===== config.mk =====
export PLATFORM = sky130hd
export DESIGN_NAME = pd_lockdet
export DESIGN_NICKNAME = d
export VERILOG_FILES = /design/src/rtl/pd_pkg.sv /design/src/rtl/pd_phase_fsm.sv /design/src/rtl/pd_lock_det.sv /design/src/rtl/pd_out_stage.sv /design/src/rtl/pd_lockdet.sv
export SDC_FILE = /design/constraint.sdc
export NUM_CORES = 1
export LEC_CHECK = 0
export ABC_CLOCK_PERIOD_IN_PS = 4600
export BUFFER_PORTS_ARGS = -buffer_cell sky130_fd_sc_hd__buf_2
export CORE_MARGIN = 4
export CORE_UTILIZATION = 59
export CTS_CLUSTER_DIAMETER = 50
export CTS_CLUSTER_SIZE = 24
export DETAILED_ROUTE_END_ITERATION = 10
export GPL_ROUTABILITY_DRIVEN = 0
export PLACE_DENSITY = 0.88
export SETUP_SLACK_MARGIN = 0.2
export SYNTH_ARGS = -nofsm -noshare
export SYNTH_HDL_FRONTEND = slang
export SYNTH_SLANG_ARGS = --single-unit

===== constraint.sdc =====
create_clock -name clk -period 4.6 [get_ports clk]
set_clock_uncertainty 0.15 [all_clocks]
set_input_delay 0.92 -clock clk [delete_from_list [all_inputs] [get_ports clk]]
set_output_delay 0.92 -clock clk [all_outputs]
set_load 0.01 [all_outputs]

===== src/rtl/pd_pkg.sv =====
package pd_pkg;

  // Comparison phase of the detector
  typedef enum logic [1:0] {
    PH_IDLE    = 2'd0,
    PH_FR_LEAD = 2'd1,
    PH_FP_LEAD = 2'd2,
    PH_BOTH    = 2'd3
  } ph_state_t;

endpackage


===== src/rtl/pd_phase_fsm.sv =====
module pd_phase_fsm
  import pd_pkg::*;
#(
  parameter int CNT_W = 6
) (
  input  logic             clk,
  input  logic             rst_n,
  input  logic             enable,
  input  logic             fr_in,
  input  logic             fp_in,
  output ph_state_t        state,
  output logic             done,
  output logic [CNT_W-1:0] err
);

  localparam logic [CNT_W-1:0] CNT_ONE = CNT_W'(1);

  ph_state_t        state_q, state_n;
  logic [CNT_W-1:0] cnt_q, cnt_n;
  logic [CNT_W-1:0] cnt_inc;

  // Gap counter saturates at full scale
  assign cnt_inc = (cnt_q == '1) ? cnt_q : cnt_q + CNT_ONE;

  always_comb begin
    state_n = state_q;
    cnt_n   = cnt_q;
    done    = 1'b0;
    err     = '0;
    if (!enable) begin
      state_n = PH_IDLE;
      cnt_n   = '0;
    end else begin
      unique case (state_q)
        PH_IDLE, PH_BOTH: begin
          if (fr_in && fp_in) begin
            state_n = PH_BOTH;
            done    = 1'b1;
            err     = '0;
            cnt_n   = '0;
          end else if (fr_in) begin
            state_n = PH_FR_LEAD;
            cnt_n   = CNT_ONE;
          end else if (fp_in) begin
            state_n = PH_FP_LEAD;
            cnt_n   = CNT_ONE;
          end else begin
            state_n = PH_IDLE;
            cnt_n   = '0;
          end
        end
        PH_FR_LEAD: begin
          if (fp_in) begin
            state_n = PH_BOTH;
            done    = 1'b1;
            err     = cnt_q;
            cnt_n   = '0;
          end else begin
            cnt_n = cnt_inc;
          end
        end
        PH_FP_LEAD: begin
          if (fr_in) begin
            state_n = PH_BOTH;
            done    = 1'b1;
            err     = cnt_q;
            cnt_n   = '0;
          end else begin
            cnt_n = cnt_inc;
          end
        end
        default: begin
          state_n = PH_IDLE;
          cnt_n   = '0;
        end
      endcase
    end
  end

  always_ff @(posedge clk or negedge rst_n) begin
    if (!rst_n) begin
      state_q <= PH_IDLE;
      cnt_q   <= '0;
    end else begin
      state_q <= state_n;
      cnt_q   <= cnt_n;
    end
  end

  assign state = state_q;

endmodule


===== src/rtl/pd_lock_det.sv =====
module pd_lock_det #(
  parameter int ERR_W       = 6,
  parameter int UNLOCK_CLKS = 3,
  parameter int LOCK_CLKS   = 2,
  parameter int CONFIRM     = 3
) (
  input  logic             clk,
  input  logic             rst_n,
  input  logic             enable,
  input  logic             done,
  input  logic             suppress,
  input  logic [ERR_W-1:0] err,
  output logic             lock_q
);

  localparam int GOOD_W = $clog2(CONFIRM + 1);
  localparam logic [ERR_W-1:0]  UNLOCK_V = ERR_W'(UNLOCK_CLKS);
  localparam logic [ERR_W-1:0]  LOCK_V   = ERR_W'(LOCK_CLKS);
  localparam logic [GOOD_W-1:0] LAST_V   = GOOD_W'(CONFIRM - 1);
  localparam logic [GOOD_W-1:0] ONE_V    = GOOD_W'(1);

  logic              lock_n;
  logic [GOOD_W-1:0] good_q, good_n;
  logic              take;

  assign take = done && !suppress;

  always_comb begin
    lock_n = lock_q;
    good_n = good_q;
    if (!enable) begin
      lock_n = 1'b1;
      good_n = '0;
    end else if (take) begin
      if (err >= UNLOCK_V) begin
        lock_n = 1'b0;
        good_n = '0;
      end else if (err <= LOCK_V) begin
        if (good_q >= LAST_V) begin
          lock_n = 1'b1;
        end else begin
          good_n = good_q + ONE_V;
        end
      end else begin
        good_n = '0;
      end
    end
  end

  always_ff @(posedge clk or negedge rst_n) begin
    if (!rst_n) begin
      lock_q <= 1'b0;
      good_q <= '0;
    end else begin
      lock_q <= lock_n;
      good_q <= good_n;
    end
  end

endmodule


===== src/rtl/pd_out_stage.sv =====
module pd_out_stage
  import pd_pkg::*;
(
  input  ph_state_t state,
  input  logic      pwr_on,
  input  logic      suppress,
  input  logic      pol_fc,
  input  logic      mon_sel,
  input  logic      lock_q,
  input  logic      fr_in,
  input  logic      fp_in,
  output logic      pump_up,
  output logic      pump_dn,
  output logic      pump_oe,
  output logic      lock_flag,
  output logic      mon_out
);

  logic lead_fr, lead_fp, active;

  always_comb begin
    lead_fr   = (state == PH_FR_LEAD) || (state == PH_BOTH);
    lead_fp   = (state == PH_FP_LEAD) || (state == PH_BOTH);
    active    = pwr_on && !suppress;
    pump_up   = active && (pol_fc ? lead_fr : lead_fp);
    pump_dn   = active && (pol_fc ? lead_fp : lead_fr);
    pump_oe   = pump_up || pump_dn;
    lock_flag = lock_q || !pwr_on;
    if (mon_sel) mon_out = pol_fc ? fr_in : fp_in;
    else         mon_out = lock_flag;
  end

endmodule


===== src/rtl/pd_lockdet.sv =====
module pd_lockdet
  import pd_pkg::*;
#(
  parameter int CNT_W       = 6,
  parameter int UNLOCK_CLKS = 3,
  parameter int LOCK_CLKS   = 2,
  parameter int CONFIRM     = 3
) (
  input  logic clk,
  input  logic rst_n,
  input  logic fr_in,
  input  logic fp_in,
  input  logic pwr_on,
  input  logic pol_fc,
  input  logic mon_sel,
  output logic pump_up,
  output logic pump_dn,
  output logic pump_oe,
  output logic lock_flag,
  output logic mon_out
);

  ph_state_t        state;
  logic             done;
  logic [CNT_W-1:0] err;
  logic             lock_q;
  logic             skip_q, skip_n;

  pd_phase_fsm #(.CNT_W(CNT_W)) u_fsm (
    .clk    (clk),
    .rst_n  (rst_n),
    .enable (pwr_on),
    .fr_in  (fr_in),
    .fp_in  (fp_in),
    .state  (state),
    .done   (done),
    .err    (err)
  );

  // Restart guard: armed in power save, released after the first
  // comparison (including its closing pulse) has gone by.
  always_comb begin
    skip_n = skip_q;
    if (!pwr_on)               skip_n = 1'b1;
    else if (state == PH_BOTH) skip_n = 1'b0;
  end

  always_ff @(posedge clk or negedge rst_n) begin
    if (!rst_n) skip_q <= 1'b0;
    else        skip_q <= skip_n;
  end

  pd_lock_det #(
    .ERR_W       (CNT_W),
    .UNLOCK_CLKS (UNLOCK_CLKS),
    .LOCK_CLKS   (LOCK_CLKS),
    .CONFIRM     (CONFIRM)
  ) u_lock (
    .clk      (clk),
    .rst_n    (rst_n),
    .enable   (pwr_on),
    .done     (done),
    .suppress (skip_q),
    .err      (err),
    .lock_q   (lock_q)
  );

  pd_out_stage u_out (
    .state     (state),
    .pwr_on    (pwr_on),
    .suppress  (skip_q),
    .pol_fc    (pol_fc),
    .mon_sel   (mon_sel),
    .lock_q    (lock_q),
    .fr_in     (fr_in),
    .fp_in     (fp_in),
    .pump_up   (pump_up),
    .pump_dn   (pump_dn),
    .pump_oe   (pump_oe),
    .lock_flag (lock_flag),
    .mon_out   (mon_out)
  );

endmodule


==> impl_metrics.json <==
{
  "slew_viol_final": 0,
  "async_flop_share_pct": 100,
  "initial_core_util_pct": 63.5,
  "crit_fanout": 3,
  "rsz0062_at_grt": "no",
  "synth_edf_count": 0,
  "synth_top_area_cell": "dfrtp_1",
  "grt_pass1_wl_mm": 2.69,
  "cts_inserted_buffers": 3,
  "irDropWorstVdd_v": 0.000209,
  "fin_tns_setup_ps": 0,
  "antenna_found_initial": 0,
  "fillCellCount": 104,
  "via_per_inst": 5.99,
  "finalSetupViolCount": 0,
  "synth_common_cells": "dfrtp_1 (12), nor2_1 (10), ha_1 (8), inv_1 (8), nand2_1 (6)",
  "p_leak_uw": 0.000453,
  "maxCapViolations": 0,
  "yosys_warnings": 0,
  "multiInputGateArea_um2": 517,
  "synth_top_cell_area_share_pct": 35.5,
  "fmax_ghz": 0.392,
  "drtIter0Drc": 9,
  "syn_avg_cell_area_um2": 9.31,
  "std_cell_rows": 13,
  "drcViolationCount": 0,
  "h-tree-depth": 1,
  "path_clk_slew_ps": 70,
  "portBuffers": 11,
  "ys.flop_type": "dfrtp_1",
  "cts_buffer_depth": 2,
  "first_global_vias": 646,
  "start_kind": "primary input",
  "coreArea_um2": 1330,
  "synthMuxAreaShare_pct": 4.73,
  "finalCritPeriodShare_pct": 55.5,
  "clockRootBuffer": "clkbuf_4",
  "synth_seq_cells": 12,
  "crit_top_cell": "buf_2",
  "drtAntennaViolNets": 0,
  "synthXorXnorAreaFrac_pct": 1.03,
  "die_x_um": 45.9,
  "layout-drive-gt1-share_pct": 21.0,
  "timing.critical_path.slowest_cell_delay_ps": 220,
  "ys_seq_area_share_pct": 35.5,
  "yosysMostFrequentCell": "dfrtp_1",
  "synth_compound_area_share_pct": 23.8,
  "drt_first_pass_iters": 4,
  "dieArea_um2": 2110,
  "slowest_stage": "mux2i_1",
  "worstSetupEndpointType": "output port",
  "synth_top_family_by_area": "compound AO/OA/AOI/OAI gates",
  "setup_ws_ps": 2050,
  "pin_count": 12,
  "post_cts_buffers": 0,
  "wl_per_cell_um": 13.9,
  "cp_data_arrival_time_ps": 1480,
  "nNetsFinal": 122,
  "status": "finished, final reports clean",
  "hold_violations": 0,
  "clk_latency_ps": 280,
  "synth-simple-area-share_pct": 19.6,
  "grt_overflow": 0,
  "syn_inst": 91,
  "diodes": 0,
  "die_h_um": 45.9,
  "routed-via-count": 719,
  "worstMarginPinSlew_ps": 653,
  "path_cells": "buf_2 -> mux2i_1 -> a21oi_1 -> buf_2",
  "hold_buffers": 0,
  "synth_nets": 106,
  "clock_sinks": 12,
  "dp_hpwl_mm": 1.28,
  "synth_adder_area_share_pct": 11.8,
  "drt-total-wl_mm": 1.66,
  "seqCellArea_um2": 300,
  "netlist_area_um2": 847,
  "post_cts_resize_count": 0,
  "grt_max_degree": 13,
  "worstSetupPathType": "primary input to output port",
  "cts_tree": "done",
  "fin_crit_ps": 2550,
  "grt.total_usage_pct": 18.4,
  "dpl_worst_slack_ps": 2060,
  "hp-class": "primary input to asynchronous set/reset pin",
  "synth_area_leaders": "dfrtp_1 (35%), ha_1 (12%), mux2i_1 (4.7%)",
  "required_ps": 3530,
  "syn2layout_area_growth_pct": 11.4,
  "synthDistinctLibCells": 31,
  "relSlewSlack_pct": 56.0,
  "power_per_cell_area_nw_per_um2": 345
}
layout by cell type (no fill, tap or decap), types with 2 or more instances in the layout:
cell and instances:
o21ai_0 4, a22oi_1 2, dfrtp_1 12, a31oi_1 3, nor3_1 3, nor2_1 10
or2_2 2, nand2_1 6, clkbuf_4 3, nor2b_1 4, a21oi_1 5, buf_2 11
ha_1 8, mux2i_1 4, a311oi_1 3, inv_1 8
logic make-up (layout without fill, tap and decap cells):
| family | after synthesis | in the layout |
|---|---|---|
| multiplexers | 4 | 4 |
| flip-flops | 12 | 12 |
| XOR/XNOR | 1 | 1 |
| AO/OA/AOI/OAI | 26 | 26 |
| AND/OR/NAND/NOR | 32 | 32 |
| buffers and inverters | 8 | 22 |
| adder cells (fa/ha/maj) | 8 | 8 |
metrics by stage:
step | instance area (um^2) | util, % | hold WS, ps | total power (uW) | instances
2_1_floorplan | 847 | - | 354 | 231 | 91
3_3_place_gp | 921 | 69.0 | 367 | 254 | 117
5_1_grt | 943 | 70.7 | 369 | 348 | 120
3_5_place_dp | 921 | 69.0 | 379 | 264 | 117
6_report | 943 | 70.7 | 356 | 326 | 120
4_1_cts | 943 | 70.7 | 358 | 329 | 120
cell type report:
cell class                 instances  area share [%]
clock buffer                       3            2.39
inverter                           8            3.18
multi-input combinational         71            54.8
sequential                        12            31.8
tap                               15            1.99
timing repair buffer              11            5.84
registers in the layout, indices dropped and copies added (netlist names):
| signal | count |
|---|---|
| skip_q | 1 |
| u_lock.good_q | 2 |
| u_lock.lock_q | 1 |
| u_fsm.cnt_q | 6 |
| u_fsm.state | 2 |
per-layer routing:
layer	vias up	share of wire (%)	routed length, um	GRT usage, %
met5	-	0	0	0
met4	0	3.1	52	13.1
met3	7	3.5	58	2.37
met2	14	44	735	26.6
met1	333	49	818	24.9
li1	365	-	-	-
worst paths after layout:
path	slack [ps]	startpoint	endpoint	depth (start not counted)
min reg2reg	390	u_lock.good_q[1]	u_lock.good_q[1]	1
max reg2reg	2420	u_fsm.state[0]	u_lock.good_q[0]	6
max in group asynchronous	3720	rst_n	u_fsm.cnt_q[1]	1
min	360	rst_n	u_lock.lock_q	1
min in group clk	390	u_lock.good_q[1]	u_lock.good_q[1]	1
max	2050	pol_fc	mon_out	4
where the power goes:
group	switching, uW	total (uW)	internal, uW	leakage [uW]
combinational	66.8	122	55.6	0.000290
clock	34.5	64.9	30.4	0.0000138
sequential	17.1	138	121	0.000150
worst max-delay path: cells and delay by family:
kind / cells / cell delay (ps)
mux: 1 / 220
buf+inv: 2 / 260
compound gates: 1 / 80
No activity file was read; power rests on OpenSTA's default activity.
